### config.mk
export PLATFORM = sky130hd
export DESIGN_NAME = nco_word_loader
export DESIGN_NICKNAME = d
export VERILOG_FILES = /design/src/rtl/nco_ld_pkg.sv /design/src/rtl/nco_ld_div.sv /design/src/rtl/nco_ld_wbuf.sv /design/src/rtl/nco_ld_commit.sv /design/src/rtl/nco_word_loader.sv
export SDC_FILE = /design/constraint.sdc
export NUM_CORES = 1
export LEC_CHECK = 0
export CORE_ASPECT_RATIO = 0.8
export CORE_MARGIN = 2
export CORE_UTILIZATION = 50
export CTS_CLUSTER_DIAMETER = 40
export DETAILED_ROUTE_END_ITERATION = 8
export PLACE_DENSITY_LB_ADDON = 0.1
export RECOVER_POWER = 25
export SLEW_MARGIN = 15
export SYNTH_ARGS = -nofsm -noshare
export SYNTH_HDL_FRONTEND = slang
export SYNTH_SLANG_ARGS = --single-unit
export TNS_END_PERCENT = 10
### constraint.sdc
create_clock -name clk -period 2.1 [get_ports clk]
set_clock_uncertainty 0.2 [all_clocks]
set_input_delay 0.42 -clock clk [delete_from_list [all_inputs] [get_ports clk]]
set_output_delay 0.42 -clock clk [all_outputs]
set_load 0.05 [all_outputs]
### src/rtl/nco_ld_pkg.sv
package nco_ld_pkg;
    localparam int FREQ_W = 35;
    localparam int PH_W   = 3;
    localparam int LANE_W = 8;
    localparam int ADDR_W = 3;
endpackage

### src/rtl/nco_ld_div.sv
module nco_ld_div (
    input  logic clk,
    input  logic rst_n,
    output logic half_clk
);
    typedef struct packed {
        logic ph;
    } div_st_t;

    div_st_t s_d, s_q;

    always_comb begin
        s_d    = s_q;
        s_d.ph = ~s_q.ph;
    end

    always_ff @(posedge clk or negedge rst_n) begin
        if (!rst_n) s_q <= '0;
        else        s_q <= s_d;
    end

    assign half_clk = s_q.ph;
endmodule

### src/rtl/nco_ld_wbuf.sv
module nco_ld_wbuf #(
    parameter int FREQ_W = 35,
    parameter int PH_W   = 3,
    parameter int LANE_W = 8,
    parameter int ADDR_W = 3
) (
    input  logic              clk,
    input  logic              rst_n,
    input  logic              wr_strobe,
    input  logic              cs_n,
    input  logic [ADDR_W-1:0] wr_addr,
    input  logic [FREQ_W-1:0] wr_data,
    input  logic [PH_W-1:0]   ph_data,
    output logic [FREQ_W-1:0] freq_buf,
    output logic [PH_W-1:0]   ph_buf
);
    localparam int NUM_LANES = (FREQ_W + LANE_W - 1) / LANE_W;
    localparam int A_PHASE   = NUM_LANES;
    localparam int A_PAR     = NUM_LANES + 1;
    localparam int A_BOTH    = NUM_LANES + 2;

    typedef struct packed {
        logic              stb;
        logic [FREQ_W-1:0] fbuf;
        logic [PH_W-1:0]   pbuf;
    } wb_st_t;

    wb_st_t s_d, s_q;

    logic [FREQ_W-1:0] lane_mask;
    logic [FREQ_W-1:0] lane_spread;

    for (genvar gi = 0; gi < NUM_LANES; gi++) begin : g_lane
        localparam int LO = gi * LANE_W;
        localparam int HI = (LO + LANE_W > FREQ_W) ? FREQ_W - 1 : LO + LANE_W - 1;
        assign lane_spread[HI:LO] = wr_data[HI-LO:0];
        assign lane_mask[HI:LO]   = {(HI-LO+1){wr_addr == ADDR_W'(gi)}};
    end

    logic fire;

    always_comb begin
        s_d     = s_q;
        s_d.stb = wr_strobe;
        fire    = wr_strobe && !s_q.stb && !cs_n;
        if (fire) begin
            if (wr_addr < ADDR_W'(A_PHASE)) begin
                s_d.fbuf = (s_q.fbuf & ~lane_mask) | (lane_spread & lane_mask);
            end else if (wr_addr == ADDR_W'(A_PHASE)) begin
                s_d.pbuf = ph_data;
            end else if (wr_addr == ADDR_W'(A_PAR)) begin
                s_d.fbuf = wr_data;
            end else if (wr_addr == ADDR_W'(A_BOTH)) begin
                s_d.fbuf = wr_data;
                s_d.pbuf = ph_data;
            end
        end
    end

    always_ff @(posedge clk or negedge rst_n) begin
        if (!rst_n) s_q <= '0;
        else        s_q <= s_d;
    end

    assign freq_buf = s_q.fbuf;
    assign ph_buf   = s_q.pbuf;
endmodule

### src/rtl/nco_ld_commit.sv
module nco_ld_commit #(
    parameter int W = 35
) (
    input  logic         clk,
    input  logic         rst_n,
    input  logic         half_clk,
    input  logic         ld_n,
    input  logic [W-1:0] buf_word,
    output logic [W-1:0] act_word,
    output logic         xfer
);
    typedef struct packed {
        logic         ld_s;
        logic         pend;
        logic         xfer;
        logic [W-1:0] word;
    } cm_st_t;

    cm_st_t s_d, s_q;
    logic   fall;

    always_comb begin
        s_d      = s_q;
        s_d.ld_s = ld_n;
        s_d.xfer = 1'b0;
        fall     = s_q.ld_s && !ld_n;
        if ((fall || s_q.pend) && !half_clk) begin
            s_d.word = buf_word;
            s_d.xfer = 1'b1;
            s_d.pend = 1'b0;
        end else begin
            s_d.pend = fall || s_q.pend;
        end
    end

    always_ff @(posedge clk or negedge rst_n) begin
        if (!rst_n) s_q <= '0;
        else        s_q <= s_d;
    end

    assign act_word = s_q.word;
    assign xfer     = s_q.xfer;
endmodule

### src/rtl/nco_word_loader.sv
module nco_word_loader
    import nco_ld_pkg::*;
#(
    parameter int FW = FREQ_W,
    parameter int PW = PH_W,
    parameter int LW = LANE_W,
    parameter int AW = ADDR_W
) (
    input  logic          clk,
    input  logic          rst_n,
    input  logic          wr_strobe,
    input  logic          cs_n,
    input  logic [AW-1:0] wr_addr,
    input  logic [FW-1:0] wr_data,
    input  logic [PW-1:0] ph_data,
    input  logic          freq_ld_n,
    input  logic          ph_ld_n,
    output logic          ld_clk,
    output logic [FW-1:0] freq_word,
    output logic [PW-1:0] ph_word,
    output logic          freq_xfer,
    output logic          ph_xfer
);
    logic [FW-1:0] freq_buf;
    logic [PW-1:0] ph_buf;

    nco_ld_div u_div (
        .clk      (clk),
        .rst_n    (rst_n),
        .half_clk (ld_clk)
    );

    nco_ld_wbuf #(.FREQ_W(FW), .PH_W(PW), .LANE_W(LW), .ADDR_W(AW)) u_wbuf (
        .clk       (clk),
        .rst_n     (rst_n),
        .wr_strobe (wr_strobe),
        .cs_n      (cs_n),
        .wr_addr   (wr_addr),
        .wr_data   (wr_data),
        .ph_data   (ph_data),
        .freq_buf  (freq_buf),
        .ph_buf    (ph_buf)
    );

    nco_ld_commit #(.W(FW)) u_fcommit (
        .clk      (clk),
        .rst_n    (rst_n),
        .half_clk (ld_clk),
        .ld_n     (freq_ld_n),
        .buf_word (freq_buf),
        .act_word (freq_word),
        .xfer     (freq_xfer)
    );

    nco_ld_commit #(.W(PW)) u_pcommit (
        .clk      (clk),
        .rst_n    (rst_n),
        .half_clk (ld_clk),
        .ld_n     (ph_ld_n),
        .buf_word (ph_buf),
        .act_word (ph_word),
        .xfer     (ph_xfer)
    );
endmodule

==> results of run 1 <==
-- logic make-up (layout without fill, tap and decap cells) --
group	after synthesis	after routing
flip-flops	84	84
buffers and inverters	52	120
AND/OR/NAND/NOR	14	14
AO/OA/AOI/OAI	32	32
multiplexers	79	79
-- power breakdown --
group	total, mW	internal [mW]	switching, mW
registers	2.16	1.98	0.177
logic	1.68	0.657	1.02
clock network	1.20	0.659	0.543
total	5.04	3.30	1.75
-- worst paths after layout --
check                                             from                          to  slack, ps  depth (start not counted)
max in group asynchronous                        rst_n  asynchronous set/reset pin        400                          3
worst min register to register  u_fcommit.act_word[33]      u_fcommit.act_word[33]        290                          1
worst max register to register          u_wbuf.s_q[38]                        flop        350                          4
worst min-delay path            u_fcommit.act_word[33]      u_fcommit.act_word[33]        290                          1
worst max-delay path                         freq_ld_n       u_fcommit.act_word[6]        160                          5
min in group asynchronous                        rst_n      u_fcommit.act_word[10]        450                          2
-- cells in the final DEF, fill, tap and decap left out, types with 2 or more instances in the layout --
master / instances
dfrtp_1: 84
mux2_2: 63
buf_4: 44
clkdlybuf4s50_1: 43
a22o_1: 24
clkbuf_8: 9
mux2_1: 8
mux2_4: 8
buf_12: 6
inv_1: 3
a21oi_1: 3
clkbuf_1: 3
dlygate4sd3_1: 3
nand2b_1: 2
nor3b_4: 2
or2b_1: 2
bufinv_16: 2
clkinv_2: 2
clkbuf_2: 2
dlygate4sd2_1: 2
-- stage by stage --
step           setup TNS, ps  hold slack [ps]  cell area, sq um  total power, mW
3_3_place_gp           -4980              152              4520             3.87
6_report                   0              288              4720             5.04
5_1_grt                    0              306              4720             5.29
4_1_cts                    0              295              4730             5.11
2_1_floorplan              0            -75.6              3820             3.61
3_5_place_dp           -6650              154              4520             3.90
-- what timing repair did --
action,4_1_cts,5_1_grt
endpoints found under the setup margin,2,0
hold endpoints to repair,23,0
hold buffers,1,0
resized for setup,2,0
-- final cells by class --
type	count	area, sq um
clock buffer	10	128
clock inverter	5	77.6
fill	594	2670
inverter	3	11.3
multi-input combinational	125	1330
sequential	84	2100
tap	105	131
timing repair buffer	102	946
-- routing by layer --
metal	track usage, %	wire, um	vias to the layer above
met2	29.3	3410	59
li1	-	-	1023
met5	0	0	-
met4	4.46	48	0
met1	25.5	3330	1088
met3	7.41	443	4
==> summary.txt, run 1 <==
Clock network
  – Num CTS Buffers: 9
  – Clock buffer depth: 2
  – Worst-Skew Late Latency: 350 ps
  – Reg clk slew, reported paths: 70 ps
  – Clock sink total: 84
  – CTS tree: yes
  – Clock root cell: clkbuf_8
  – Postcts setup bufs: 0
  – H-tree depth: 3

Power
  – Leakage: 2.18 nW
  – Power Dens Cells: 1070 nW/um^2
  – Worst VDD drop: 0.808 mV

Yosys
  – Syn_nets: 308
  – Synth area leaders: dfrtp_1 55%, mux2_2 19%, buf_4 8.0%, a22o_1 5.5%, mux2_4 3.1%
  – Main combinational cell family by area after synthesis: multiplexers
  – Syn Inst Count: 261
  – Ys async rst share: 100%
  – Simple-Gate Fraction of Synth Area: 3.24%
  – Register area share after synthesis: 55.0%
  – Syn_area_per_cell: 14.7 sq um
  – Synth top area share: 55.0%
  – Mux cell area share after synthesis: 24.1%
  – Adder-Cell Fraction of Synth Area: 0%
  – Distinct cells, synth: 27
  – Seq cells post-synth: 84
  – Top post-synthesis cells by count: 84 x dfrtp_1, 63 x mux2_2, 41 x buf_4
  – Dominant synthesized flop cell: dfrtp_1
  – Complex-gate fraction of the synthesized area: 7.40%
  – Synth warn: 0
  – Syn Std Cell Area: 3820 sq um
  – Synth Area in XOR/XNOR: 0%
  – Most instantiated library cell after synthesis: dfrtp_1
  – Post-synth EDFFs: 0
  – Area leader, netlist: dfrtp_1

Job
  – MaxCap Viol Count: 0

GRT
  – Vias in the first global route: 2180
  – GRT overflow: 0
  – Initial antenna violation count: 0
  – First-pass GRT wire length: 11.6 mm
  – All-Layer GR Usage: 19.0%
  – Largest net degree at the start of global routing: 40

Floorplan
  – Row count: 28
  – Ports: 88
  – Starting Density: 51.7%
  – Die W: 102 um
  – Core area: 7390 sq um
  – Die height: 82.2 um
  – DIE AREA: 8370 sq um

STA
  – Pins Over Slew Limit: 0
  – Final worst slack: 160 ps
  – Rel. slew slack: 55.6%
  – Final Hold Fails: 0
  – RSZ-0062 raised after global routing: false
  – Setup Viol. Count Final: 0
  – Period utilisation layout: 92.4%
  – FMAX: 515 MHz
  – Tmin final: 1940 ps
  – Worst-Margin Slew: 666 ps

Place
  – HPWL after detailed placement: 5.27 mm
  – Port bufs: 87
  – Gp weighted congestion: 0.739
  – Dpl cells: 418
  – Dpl ws: -169 ps

Setup path
  – CP startpoint kind: primary input
  – Arrival time at the worst endpoint: 1970 ps
  – Crit-path slowest cell: dlygate4sd3_1
  – Delay-heaviest family, CP: buffers and inverters
  – Crit Path Max Fanout: 21
  – Setup crit end kind: flop
  – Buf/Inv on CP: 2
  – CP Class: primary input to flop
  – Critical path's largest stage delay: 550 ps
  – Critical Path RT: 2130 ps
  – Critical path, cell by cell: dlygate4sd3_1 > nand2b_1 > a21oi_4 > buf_12 > mux2_2

Routing
  – Total wire length: 7.22 mm
  – Initial DRC Count: 60
  – Routed wire per std cell: 16.6 um
  – DRT Pass-1 Iters: 4
  – # DRC: 0
  – Vias per cell: 5.01
  – Vias: 2174
  – Antenna Violating Nets Remaining: 0

Final layout
  – Finished Core Util: 63.9%
  – Nets: 372
  – Final std cells w/o fill: 434
  – # diodes: 0
  – Synth-to-layout area growth: 23.5%
  – Layout cells sized above 1: 44.1%

Hold path
  – Worst min path class: flop to flop

Status
  – Status: finished, final reports clean
Power figures use the tool's default switching activity.
==> inputs of run 2 (changes only) <==
--- a/config.mk
+++ b/config.mk
@@ -9,9 +9,11 @@
 export CORE_MARGIN = 2
 export CORE_UTILIZATION = 50
 export CTS_CLUSTER_DIAMETER = 40
+export CTS_CLUSTER_SIZE = 10
 export DETAILED_ROUTE_END_ITERATION = 8
 export PLACE_DENSITY_LB_ADDON = 0.1
 export RECOVER_POWER = 25
+export SKIP_CTS_REPAIR_TIMING = 1
 export SLEW_MARGIN = 15
 export SYNTH_ARGS = -nofsm -noshare
 export SYNTH_HDL_FRONTEND = slang
==> run 2 against run 1 <==
Against the previous run:
- global-route usage shrank 0.074 points
- power is essentially flat
- largest power group unchanged
- routed wire length is essentially flat
- core utilization grew 0.10 points
- sequential power is essentially flat
- die area is the same
==> summary.txt, run 2 (synthesis gave the netlist of run 1 again) <==
Hold path
  – Hold Startpoint: u_fcommit.act_word[33]
  – Worst min path class: flop to flop

GRT
  – All-Layer GR Usage: 18.9%
  – Largest net degree at the start of global routing: 40
  – First-pass GRT wire length: 11.5 mm
  – Vias in the first global route: 2173
  – Initial antenna violation count: 0
  – GRT overflow: 0

Power
  – Leakage: 2.20 nW
  – Net Sw Frac: 34.6%
  – Net Switching: 1.75 mW
  – Power share of the combinational group: 33.4%
  – Power Dens Cells: 1070 nW/um^2
  – Design Power: 5.05 mW
  – Flop pwr share: 42.8%
  – Internal: 3.30 mW
  – Clock power frac: 23.8%
  – Worst VDD drop: 0.808 mV

Clock network
  – Clock root cell: clkbuf_8
  – Num CTS Buffers: 9
  – Clock sink total: 84
  – Reg clk slew, reported paths: 70 ps
  – H-tree depth: 3
  – Clock buffer depth: 2
  – Worst-Skew Late Latency: 350 ps
  – CTS tree: yes

STA
  – Setup Viol. Count Final: 0
  – RSZ-0062 raised after global routing: false
  – Tmin final: 1940 ps
  – Worst-Margin Slew: 667 ps
  – Rel. slew slack: 55.5%
  – Period utilisation layout: 92.4%
  – FMAX: 515 MHz
  – Final Hold Fails: 0
  – Pins Over Slew Limit: 0

Final layout
  – Most frequent cells in the layout: 84 x dfrtp_1, 63 x mux2_2, 44 x buf_4, 43 x clkdlybuf4s50_1, 24 x a22o_1
  – # diodes: 0
  – Final instance area: 4730 sq um
  – Fillers: 593
  – Finished Core Util: 64.0%
  – Layout cells sized above 1: 44.1%
  – Final std cells w/o fill: 434
  – Commonest non-fill, non-tap cell in the layout: dfrtp_1
  – Nets: 372
  – Synth-to-layout area growth: 23.7%

Status
  – Status: finished, final reports clean

Place
  – Placed Instance Area: 4520 sq um
  – HPWL after detailed placement: 5.27 mm
  – Dpl cells: 418
  – Port bufs: 87
  – Gp weighted congestion: 0.739

Floorplan
  – Core area: 7390 sq um
  – Die height: 82.2 um
  – DIE AREA: 8370 sq um
  – Starting Density: 51.7%
  – Ports: 88
  – Die W: 102 um
  – Row count: 28

Routing
  – Vias: 2174
  – Antenna Violating Nets Remaining: 0
  – Vias per cell: 5.01
  – Routed wire per std cell: 16.7 um
  – DRT Pass-1 Iters: 4
  – # DRC: 0
  – Initial DRC Count: 57
  – Total wire length: 7.23 mm

Setup path
  – CP startpoint kind: primary input
  – Crit path capture: u_fcommit.act_word[6]
  – Crit Path Max Fanout: 21
  – Critical Path RT: 2130 ps
  – Critical Path Source: freq_ld_n
  – Reg2Reg Depth: 4
  – CP Class: primary input to flop
  – Reg2reg start: u_wbuf.s_q[38]
  – Arrival time at the worst endpoint: 1970 ps
  – Setup crit end kind: flop
  – R2R Setup Slk: 350 ps

Job
  – MaxCap Viol Count: 0
## run 2: changes by cell type in the layout (fill, tap and decap cells not counted)
cell / before / now
dlymetal6s2s_1: 0 / 2
dlygate4sd2_1: 2 / 0
## run 2: layer usage
| metal | vias up | wire (um) | track usage, % | share of wire, % |
|---|---|---|---|---|
| met5 | - | 0 | 0 | 0 |
| met4 | 0 | 48 | 4.46 | 0.66 |
| met3 | 4 | 443 | 7.41 | 6.1 |
| met2 | 59 | 3410 | 29.0 | 47 |
| met1 | 1088 | 3330 | 25.5 | 46 |
| li1 | 1023 | - | - | - |
## run 2: cell type report
class / instances / area (sq um) / share of cell area, %
inverters: 3 / 11.3 / 0.238
repair buffers: 102 / 953 / 20.2
clock inverters: 5 / 77.6 / 1.64
multi-input cells: 125 / 1330 / 28.0
well taps: 105 / 131 / 2.78
clock buffers: 10 / 128 / 2.70
flip-flops and latches: 84 / 2100 / 44.4
## run 2: worst min path at each step
| stage | endpoint | cells after the start |
|---|---|---|
| after detailed placement | u_fcommit.act_word[10] | 1 |
| after CTS | u_fcommit.act_word[10] | 1 |
| after global placement | u_fcommit.act_word[10] | 1 |
| final | u_fcommit.act_word[33] | 1 |
| after global routing | flop | 1 |
| after floorplan | asynchronous set/reset pin | 0 |
## run 2: metrics by stage
| stage | setup TNS, ps | setup slack, ps | hold slack (ps) |
|---|---|---|---|
| floorplan | 0 | 304 | -75.6 |
| global placement | -4980 | -140 | 152 |
| detailed placement | -6650 | -169 | 154 |
| CTS | -53.0 | -33.6 | -229 |
| global route | 0 | 112 | 306 |
| finish | 0 | 160 | 288 |
## run 2: critical path, stage by stage
cell           delay [ps]
dlygate4sd3_1         550
nand2b_1              200
a21oi_4               240
buf_12                200
mux2_2                350
## run 2: power groups by stage
stage,registers [mW],logic (mW),clock network (mW)
global route,2.21,1.77,1.31
floorplan,2.15,1.47,0
finish,2.16,1.69,1.20
detailed placement,2.19,1.70,0
CTS,2.17,1.71,1.24
global placement,2.19,1.68,0
==> inputs of run 3 (changes only) <==
--- a/config.mk
+++ b/config.mk
@@ -7,7 +7,8 @@
 export LEC_CHECK = 0
 export CORE_ASPECT_RATIO = 0.8
 export CORE_MARGIN = 2
-export CORE_UTILIZATION = 50
+export CORE_UTILIZATION = 52
+export CTS_BUF_LIST = sky130_fd_sc_hd__clkbuf_8
 export CTS_CLUSTER_DIAMETER = 40
 export CTS_CLUSTER_SIZE = 10
 export DETAILED_ROUTE_END_ITERATION = 8
==> run 3 against run 2 <==
Against the previous run:
- register-to-register slack better by 30 ps
- non-clock buffer count is the same
- routed wire length grew 3.2%
- first-iteration DRC count grew 18%
- design area shrank 0.71%
- combinational power barely moved
==> summary.txt, run 3 (synthesis gave the netlist of run 1 again) <==
Routing
  – Routed metal-1 wirelength: 3.45 mm
  – Met2 Routed Length: 3.40 mm
  – Highest Signal Layer: met4
  – Antenna Violating Nets Remaining: 0
  – Routed wire per std cell: 17.9 um
  – DRT Pass-1 Iters: 4
  – Initial DRC Count: 67
  – Total wire length: 7.46 mm
  – Met3 Wirelength: 487 um
  – Vias per cell: 5.31
  – # DRC: 0
  – Vias: 2209

Clock network
  – Clock sink total: 84
  – Num CTS Buffers: 9
  – CTS tree: yes
  – Clock buffer depth: 2
  – Reg clk slew, reported paths: 80 ps
  – H-tree depth: 3
  – Clock root cell: clkbuf_8
  – Worst-Skew Late Latency: 350 ps

Final layout
  – Finished Core Util: 67.1%
  – # diodes: 0
  – Storage element area: 2100 sq um
  – Final std cells w/o fill: 416
  – Most frequent cells in the layout: 84 x dfrtp_1, 63 x mux2_2, 46 x buf_4, 42 x clkdlybuf4s50_1, 24 x a22o_1
  – Nets: 372
  – Synth-to-layout area growth: 22.8%
  – Commonest non-fill, non-tap cell in the layout: dfrtp_1
  – Area of the multi-input gates: 1330 sq um
  – Fillers: 505
  – Layout cells sized above 1: 43.8%

Floorplan
  – DIE AREA: 8060 sq um
  – Starting Density: 54.7%
  – Row count: 27
  – Ports: 88
  – Core area: 6990 sq um
  – Die height: 80.7 um
  – Die W: 99.9 um

Power
  – Power Dens Cells: 1060 nW/um^2
  – Leakage: 2.23 nW
  – Worst VDD drop: 0.672 mV

Setup path
  – Setup crit end kind: flop
  – Delay-heaviest family, CP: buffers and inverters
  – Buf/Inv on CP: 2
  – CP Class: primary input to flop
  – Critical Path RT: 2140 ps
  – Crit Path Max Fanout: 8
  – Critical path's largest stage delay: 660 ps
  – CP startpoint kind: primary input
  – Critical path, cell by cell: clkdlybuf4s50_1 > buf_4 > and3b_1 > a22o_1 > mux2_2
  – Crit-path slowest cell: clkdlybuf4s50_1
  – Arrival time at the worst endpoint: 2020 ps

STA
  – Period utilisation layout: 94.6%
  – Setup TNS: 0 ps
  – FMAX: 503 MHz
  – Rel. slew slack: 30.8%
  – Setup Viol. Count Final: 0
  – RSZ-0062 raised after global routing: false
  – Final Hold Fails: 0
  – Tmin final: 1990 ps
  – Pins Over Slew Limit: 0
  – Worst-Margin Slew: 1040 ps

Place
  – Port bufs: 87
  – Gp weighted congestion: 0.726
  – Dpl cells: 400
  – HPWL after detailed placement: 5.12 mm

Job
  – MaxCap Viol Count: 0

GRT
  – GRT overflow: 0
  – First-pass GRT wire length: 11.9 mm
  – All-Layer GR Usage: 19.8%
  – Largest net degree at the start of global routing: 85
  – Initial antenna violation count: 0
  – Vias in the first global route: 2276

Hold path
  – Worst min path class: flop to flop

Status
  – Status: finished, final reports clean
run 3: per-layer routing:
metal / global-route usage, % / vias to the layer above
met2: 28.4 / 67
met5: 0 / -
li1: - / 1023
met3: 5.66 / 13
met4: 6.99 / 0
met1: 29.0 / 1106
run 3: cell type report:
cell class | instances | share of cell area, %
multi-input cells | 125 | 28.2
inverters | 3 | 0.240
well taps | 87 | 2.32
flip-flops and latches | 84 | 44.8
clock buffers | 10 | 2.93
repair buffers | 102 | 20.4
clock inverters | 5 | 1.15
run 3: final timing paths:
check,startpoint,endpoint,slack [ps],cells past startpoint
max,wr_addr[2],flop,110,5
min,flop,u_fcommit.act_word[2],290,1
max reg2reg,u_wbuf.s_q[38],u_wbuf.ph_buf[1],380,4
min reg2reg,flop,u_fcommit.act_word[2],290,1
max in group asynchronous,rst_n,asynchronous set/reset pin,340,3
min in group asynchronous,rst_n,u_fcommit.act_word[21],680,3
run 3: per-stage QoR:
step | hold WS, ps | setup slack, ps | power, mW | instance area, sq um
floorplan | -75.6 | 304 | 3.61 | 3820
global placement | 273 | -170 | 3.87 | 4490
detailed placement | 278 | -231 | 3.91 | 4490
CTS | -105 | -37.5 | 5.04 | 4690
global route | 319 | 65.2 | 5.22 | 4700
finish | 291 | 114 | 4.99 | 4700
run 3: report_power, final:
group | switching (mW) | internal, mW
Sequential | 0.189 | 1.98
Combinational | 1.02 | 0.662
Clock | 0.564 | 0.569
